File: src/rtl/memarb_pkg.sv
package memarb_pkg;

    typedef enum logic [1:0] {
        ST_INIT  = 2'd0,
        ST_POLL  = 2'd1,
        ST_ISSUE = 2'd2,
        ST_BURST = 2'd3
    } arb_state_e;

    // True when the state holds an open transaction.
    function automatic logic state_open(arb_state_e s);
        return (s == ST_ISSUE) || (s == ST_BURST);
    endfunction

endpackage

File: src/rtl/memarb_pick.sv
module memarb_pick #(
    parameter int N = 2
) (
    input  logic [N-1:0] req,
    output logic [N-1:0] win,
    output logic         any
);
    // Fixed priority: lowest index wins.
    always_comb begin
        logic taken;
        taken = 1'b0;
        for (int i = 0; i < N; i++) begin
            win[i] = req[i] & ~taken;
            taken  = taken | req[i];
        end
        any = taken;
    end
endmodule

File: src/rtl/memarb_fsm.sv
module memarb_fsm
    import memarb_pkg::*;
#(
    parameter int          N          = 2,
    parameter int          ADDR_W     = 22,
    parameter logic [N-1:0] WRITE_MASK = 2'b10
) (
    input  logic                   clk,
    input  logic                   rst,
    input  logic                   init_done,
    input  logic [N-1:0]           req,
    input  logic [N-1:0][ADDR_W-1:0] addr,
    input  logic                   ack,
    input  logic                   done,
    output logic                   cmd_valid,
    output logic                   cmd_write,
    output logic [ADDR_W-1:0]      cmd_addr,
    output logic [N-1:0]           grant,
    output logic [N-1:0]           owner,
    output logic                   open
);
    arb_state_e        state;
    logic [N-1:0]      win;
    logic              any;
    logic [ADDR_W-1:0] win_addr;

    memarb_pick #(.N(N)) u_pick (
        .req (req),
        .win (win),
        .any (any)
    );

    always_comb begin
        win_addr = '0;
        for (int i = 0; i < N; i++) begin
            win_addr = win_addr | (addr[i] & {ADDR_W{win[i]}});
        end
    end

    always_ff @(posedge clk) begin
        if (rst) begin
            state     <= ST_INIT;
            owner     <= '0;
            cmd_addr  <= '0;
            cmd_write <= 1'b0;
            grant     <= '0;
        end else begin
            grant <= '0;
            case (state)
                ST_INIT:  if (init_done) state <= ST_POLL;
                ST_POLL: begin
                    if (any) begin
                        owner     <= win;
                        cmd_addr  <= win_addr;
                        cmd_write <= |(win & WRITE_MASK);
                        grant     <= win;
                        state     <= ST_ISSUE;
                    end
                end
                ST_ISSUE: if (ack)  state <= ST_BURST;
                ST_BURST: if (done) state <= ST_POLL;
                default:  state <= ST_INIT;
            endcase
        end
    end

    assign cmd_valid = (state == ST_ISSUE);
    assign open      = state_open(state);

    AST_CMD_HOLD: assert property (@(posedge clk) disable iff (rst)
        (cmd_valid && !ack) |=> (cmd_valid && $stable(cmd_addr) && $stable(cmd_write)));
    AST_GRANT_PULSE: assert property (@(posedge clk) disable iff (rst)
        (|grant) |=> !(|grant));
    AST_ONE_GRANT: assert property (@(posedge clk) disable iff (rst)
        $onehot0(grant));
    AST_READER_FIRST: assert property (@(posedge clk) disable iff (rst)
        (state == ST_POLL && req[0]) |=> grant[0]);
    AST_NO_EARLY_CMD: assert property (@(posedge clk) disable iff (rst)
        (state == ST_INIT && !init_done) |=> !cmd_valid);
    AST_BURST_QUIET: assert property (@(posedge clk) disable iff (rst)
        (state == ST_BURST && !done) |=> !cmd_valid);
endmodule

File: src/rtl/memarb_route.sv
module memarb_route #(
    parameter int           N          = 2,
    parameter logic [N-1:0] WRITE_MASK = 2'b10
) (
    input  logic         clk,
    input  logic         rst,
    input  logic [N-1:0] owner,
    input  logic         open,
    input  logic         pop_in,
    input  logic         valid_in,
    output logic [N-1:0] pop_out,
    output logic [N-1:0] valid_out
);
    for (genvar i = 0; i < N; i++) begin : g_lane
        if (WRITE_MASK[i]) begin : g_wr
            assign pop_out[i]   = open & owner[i] & pop_in;
            assign valid_out[i] = 1'b0;
        end else begin : g_rd
            assign pop_out[i]   = 1'b0;
            assign valid_out[i] = open & owner[i] & valid_in;
        end
    end

    AST_ONE_LANE: assert property (@(posedge clk) disable iff (rst)
        $onehot0(pop_out | valid_out));
endmodule

File: src/rtl/memreq_arbiter2.sv
module memreq_arbiter2 #(
    parameter int ADDR_W = 22
) (
    input  logic              clk,
    input  logic              rst,
    input  logic              mem_init_done,
    input  logic              rd_req,
    input  logic [ADDR_W-1:0] rd_addr,
    input  logic              wr_req,
    input  logic [ADDR_W-1:0] wr_addr,
    input  logic              mem_cmd_ack,
    input  logic              mem_wr_pop,
    input  logic              mem_rd_valid,
    input  logic              mem_burst_done,
    output logic              mem_cmd_valid,
    output logic              mem_cmd_write,
    output logic [ADDR_W-1:0] mem_cmd_addr,
    output logic              rd_grant,
    output logic              wr_grant,
    output logic              rd_valid,
    output logic              wr_pop
);
    localparam int           N     = 2;
    localparam logic [N-1:0] WMASK = 2'b10;  // lane 0 reads, lane 1 writes

    logic [N-1:0]             req_v;
    logic [N-1:0][ADDR_W-1:0] addr_v;
    logic [N-1:0]             grant_v, owner_v, pop_v, valid_v;
    logic                     open;

    assign req_v  = {wr_req, rd_req};
    assign addr_v = {wr_addr, rd_addr};

    memarb_fsm #(.N(N), .ADDR_W(ADDR_W), .WRITE_MASK(WMASK)) u_fsm (
        .clk       (clk),
        .rst       (rst),
        .init_done (mem_init_done),
        .req       (req_v),
        .addr      (addr_v),
        .ack       (mem_cmd_ack),
        .done      (mem_burst_done),
        .cmd_valid (mem_cmd_valid),
        .cmd_write (mem_cmd_write),
        .cmd_addr  (mem_cmd_addr),
        .grant     (grant_v),
        .owner     (owner_v),
        .open      (open)
    );

    memarb_route #(.N(N), .WRITE_MASK(WMASK)) u_route (
        .clk       (clk),
        .rst       (rst),
        .owner     (owner_v),
        .open      (open),
        .pop_in    (mem_wr_pop),
        .valid_in  (mem_rd_valid),
        .pop_out   (pop_v),
        .valid_out (valid_v)
    );

    assign rd_grant = grant_v[0];
    assign wr_grant = grant_v[1];
    assign rd_valid = valid_v[0];
    assign wr_pop   = pop_v[1];

    AST_CMD_NEEDS_REQ: assert property (@(posedge clk) disable iff (rst)
        $rose(mem_cmd_valid) |-> $past(rd_req || wr_req));
    AST_WRITE_TO_WRITER: assert property (@(posedge clk) disable iff (rst)
        (mem_cmd_valid && mem_cmd_write) |-> !rd_grant);
endmodule

File: config.mk
export PLATFORM = sky130hd
export DESIGN_NAME = memreq_arbiter2
export DESIGN_NICKNAME = d
export VERILOG_FILES = /design/src/rtl/memarb_pkg.sv /design/src/rtl/memarb_pick.sv /design/src/rtl/memarb_fsm.sv /design/src/rtl/memarb_route.sv /design/src/rtl/memreq_arbiter2.sv
export SDC_FILE = /design/constraint.sdc
export NUM_CORES = 1
export LEC_CHECK = 0
export BUFFER_PORTS_ARGS = -buffer_cell sky130_fd_sc_hd__buf_2
export CORE_ASPECT_RATIO = 1.75
export CORE_MARGIN = 2
export CORE_UTILIZATION = 30
export DETAILED_ROUTE_END_ITERATION = 8
export GPL_TIMING_DRIVEN = 0
export PLACE_DENSITY_LB_ADDON = 0.05
export SYNTH_ARGS = -nofsm -noshare
export SYNTH_HDL_FRONTEND = slang
export SYNTH_SLANG_ARGS = --single-unit
export TNS_END_PERCENT = 100
File: constraint.sdc
create_clock -name clk -period 1.89 [get_ports clk]
set_input_delay 0.378 -clock clk [delete_from_list [all_inputs] [get_ports clk]]
set_output_delay 0.378 -clock clk [all_outputs]
set_load 0.005 [all_outputs]
==> summary.md <==
| Metric | Value |
|---|---|
| Run status | finished clean |
| DP Wirelength | 2320 um |
| Slowest cell on the critical path | sky130_fd_sc_hd__dfxtp_1 |
| Length of routed met3 wiring | 208 um |
| Number of instances in the synthesized netlist | 109 |
| First-pass GRT wire length | 4470 um |
| CTS root buffer | sky130_fd_sc_hd__clkbuf_8 |
| Post-route DRC | 0 |
| Power density of the placed cells | 1070 nW/um^2 |
| Final setup slack of the worst path | 0.176 ns |
| Initial Util | 0.312 |
| Crit Path Category | reg -> reg |
| Top cells by area, synth | sky130_fd_sc_hd__dfxtp_1 46%, sky130_fd_sc_hd__a22o_1 16%, sky130_fd_sc_hd__a21o_1 15% |
| Die W | 52.2 um |
| Initial detailed-routing violation count | 8 |
| Number of distinct library cells after synthesis | 17 |
| Maximum number of pins on one net before global-route repair | 17 |
| CTS tree | done |
| Area after DPL | 1680 um^2 |
| Setup tns final | 0 ns |
| DIE AREA | 4600 um^2 |
| Final Hold Slack | 0.389 ns |
| Layout Area Growth over Synthesis | 43.7% |
| Post-synthesis instance area | 1220 um^2 |
| Clock slew at the register clock pins of the worst setup and hold paths | 0.10 ns |
| Synth top area share | 0.460 |
| Antenna violations before repair | 0 |
| Internal power consumption | 1.35 mW |
| Worst supply voltage drop on vdd | 0.000441 V |
| Port bufs | 80 |
| Top metal layer carrying routed signals | met4 |
| Share of post-route cells with drive strength above 1 | 0.487 |
| Commonest cells post-synth | 28 x sky130_fd_sc_hd__dfxtp_1, 24 x sky130_fd_sc_hd__a21o_1, 22 x sky130_fd_sc_hd__a22o_1, 7 x sky130_fd_sc_hd__nor2_1 |
| # nets final | 252 |
| Wire length per cell | 11.8 um |
| Most frequently used cell type in the post-synthesis netlist | sky130_fd_sc_hd__dfxtp_1 |
| Pre-CTS setup slack | 0.168 ns |
| Hold-fix buffer count after cts | 0 |
| Via Count | 1130 |
| Global router's overall resource usage | 0.126 |
| Post-Route M1 WL | 1010 um |
| Number of warning messages in the yosys log | 0 |
| Maximum frequency from static timing analysis | 0.583 GHz |
| Final worst-path cycle share | 0.907 |
| Detailed Route WL | 2850 um |
| Number of register bits inferred by synthesis | 28 |
| Clock net sink count | 28 |
| Post-DRT Antenna Nets | 0 |
| Io pins | 81 |
| Final total power | 1.88 mW |
| Worst-Margin Slew | 0.386 ns |
| Height of the die | 88.3 um |
| Final core occ | 0.448 |
| Diodes inserted | 0 |
| Post CTS Setup Buffer Count | 0 |
| Category of the worst setup path capture point | register |
| Max clock buf depth | 2 |
| Synthesized area divided by synthesized cell count | 11.2 um^2 |
| Final setup violation count | 0 |
| Asr flop ratio synth | 0 |
| Post-synth top area cell | sky130_fd_sc_hd__dfxtp_1 |
| Min Clock Period, post-route | 1.71 ns |
| Number of placed cells counting well taps | 237 |
| Max-slew violation total from the final report | 0 |
| Clock network power share | 0.250 |
| Leftover overflow at the end of global routing | 0 |
| Stage delay of the slowest cell on the critical path | 0.39 ns |
| Sequential power share | 0.423 |
| Setup Skew | 0.00207 ns |
| Final non-filler cell total | 241 |
| Critical path startpoint category | register |
| Worst endpoint required time | 2.06 ns |
| Total number of H-tree levels | 1 |
| Final standard cell area without fillers | 1750 um^2 |
| Total clock buffers created by CTS | 3 |
| Number of rows in the core area | 30 |
| First-pass detailed-route iteration total | 2 |
| Insertion delay of the later-clocked pin in the worst-skew pair | 0.27 ns |
| Most frequently used flop master after synthesis | sky130_fd_sc_hd__dfxtp_1 |
| Number of vias per cell after detailed routing | 4.69 |
| Synthesized netlist net count | 167 |
| Critical-path cell list | inv_1, ha_1, nor2b_1, a2111oi_4, mux2_2 |
| Static Leakage | 1.09 nW |
| Number of enable flip-flop cells after synthesis | 0 |
| Setup repair after global routing missed its margin | false |
| Peak fanout along the critical path | 4 |
| Global placement routability congestion | 0.706 |
| Arrival time of the worst setup path | 1.88 ns |
| Power share of the combinational group | 0.327 |
| Count of final hold-check violations | 0 |
| Max-Slew Margin vs Limit | 0.742 |
| Fraction of the yosys area taken by sequential cells | 0.460 |
| Placeable core region | 3900 um^2 |
| Worst hold path class | in -> reg |
| Number of max-cap violations | 0 |
| Vias in the first global route | 1104 |
| Sw frac | 0.283 |
| Routed length on met2 | 1610 um |
| Net switching power of the design | 532 uW |
| Post-cts gate resize count | 0 |
worst max-delay path, delay by kind of cell (launching register included):
family	cells	cell delay [ns]
flip-flops	1	0.39
AO/OA/AOI/OAI	1	0.37
multiplexers	1	0.37
adder cells (fa/ha/maj)	1	0.23
AND/OR/NAND/NOR	1	0.16
buffers and inverters	1	0.09
placed cells by master (no fill, tap or decap):
| master | netlist | routed |
|---|---|---|
| sky130_fd_sc_hd__a2111oi_4 | 1 | 1 |
| sky130_fd_sc_hd__clkbuf_8 | 0 | 3 |
| sky130_fd_sc_hd__inv_1 | 2 | 2 |
| sky130_fd_sc_hd__a21o_1 | 24 | 24 |
| sky130_fd_sc_hd__nand2_1 | 2 | 2 |
| sky130_fd_sc_hd__buf_6 | 5 | 5 |
| sky130_fd_sc_hd__ha_1 | 5 | 5 |
| sky130_fd_sc_hd__nor2b_1 | 3 | 3 |
| sky130_fd_sc_hd__buf_2 | 3 | 83 |
| sky130_fd_sc_hd__a22o_1 | 22 | 22 |
| sky130_fd_sc_hd__mux2_2 | 1 | 1 |
| sky130_fd_sc_hd__dfxtp_1 | 28 | 28 |
| sky130_fd_sc_hd__and3b_1 | 1 | 1 |
| sky130_fd_sc_hd__mux2i_1 | 1 | 1 |
| sky130_fd_sc_hd__o21a_1 | 1 | 1 |
| sky130_fd_sc_hd__and4bb_1 | 1 | 1 |
| sky130_fd_sc_hd__bufinv_16 | 0 | 1 |
| sky130_fd_sc_hd__nand2b_1 | 2 | 2 |
| sky130_fd_sc_hd__nor2_1 | 7 | 7 |
power by group through the flow:
stage | Clock (mW) | Sequential (mW) | Combinational (mW)
CTS | 0.487 | 0.798 | 0.633
floorplan | 0 | 0.817 | 0.377
detailed placement | 0 | 0.811 | 0.632
global route | 0.510 | 0.813 | 0.691
finish | 0.469 | 0.795 | 0.615
global placement | 0 | 0.805 | 0.614
routing by layer:
metal / global-route usage / vias up
li1: - / 566
met1: 0.117 / 518
met2: 0.259 / 44
met3: 0.0169 / 2
met4: 0.0490 / 0
met5: 0 / -
cells by family after synthesis:
logic type | Yosys count | share of synthesized area
compound gates | 48 | 0.335
mux | 2 | 0.0175
fa+ha+maj | 5 | 0.0514
buf+inv | 10 | 0.0647
flops | 28 | 0.460
simple gates | 16 | 0.0709
final timing paths:
kind / from / to / slack (ns) / depth (start not counted)
setup / recovery: u_fsm.state[0]$_SDFFE_PP0P_ / u_fsm.state[0]$_SDFFE_PP0P_ / 0.18 / 5
hold / removal: wr_addr[15] / u_fsm.cmd_addr[15]$_SDFFE_PP0P_ / 0.39 / 3
setup reg to reg: u_fsm.state[0]$_SDFFE_PP0P_ / u_fsm.state[0]$_SDFFE_PP0P_ / 0.18 / 5
hold reg to reg: u_fsm.cmd_addr[10]$_SDFFE_PP0P_ / u_fsm.cmd_addr[10]$_SDFFE_PP0P_ / 0.45 / 1
flip-flops by register name (all words and copies together), names as in the netlist:
| signal | flops |
|---|---|
| u_fsm.cmd_addr | 22 |
| u_fsm.grant | 2 |
| u_fsm.state | 2 |
| u_fsm.cmd_write | 1 |
| u_fsm.owner | 1 |
layout make-up:
cell class                      count  area [um^2]
Fill cell                         424         2150
Tap cell                           48         60.1
Inverter                            2         7.51
Sequential cell                    28          561
Clock buffer                        3         41.3
Multi-Input combinational cell     71          578
Timing Repair Buffer               80          400
Clock inverter                      1         30.0
Buffer                              8         71.3
Power figures use the tool's default switching activity.
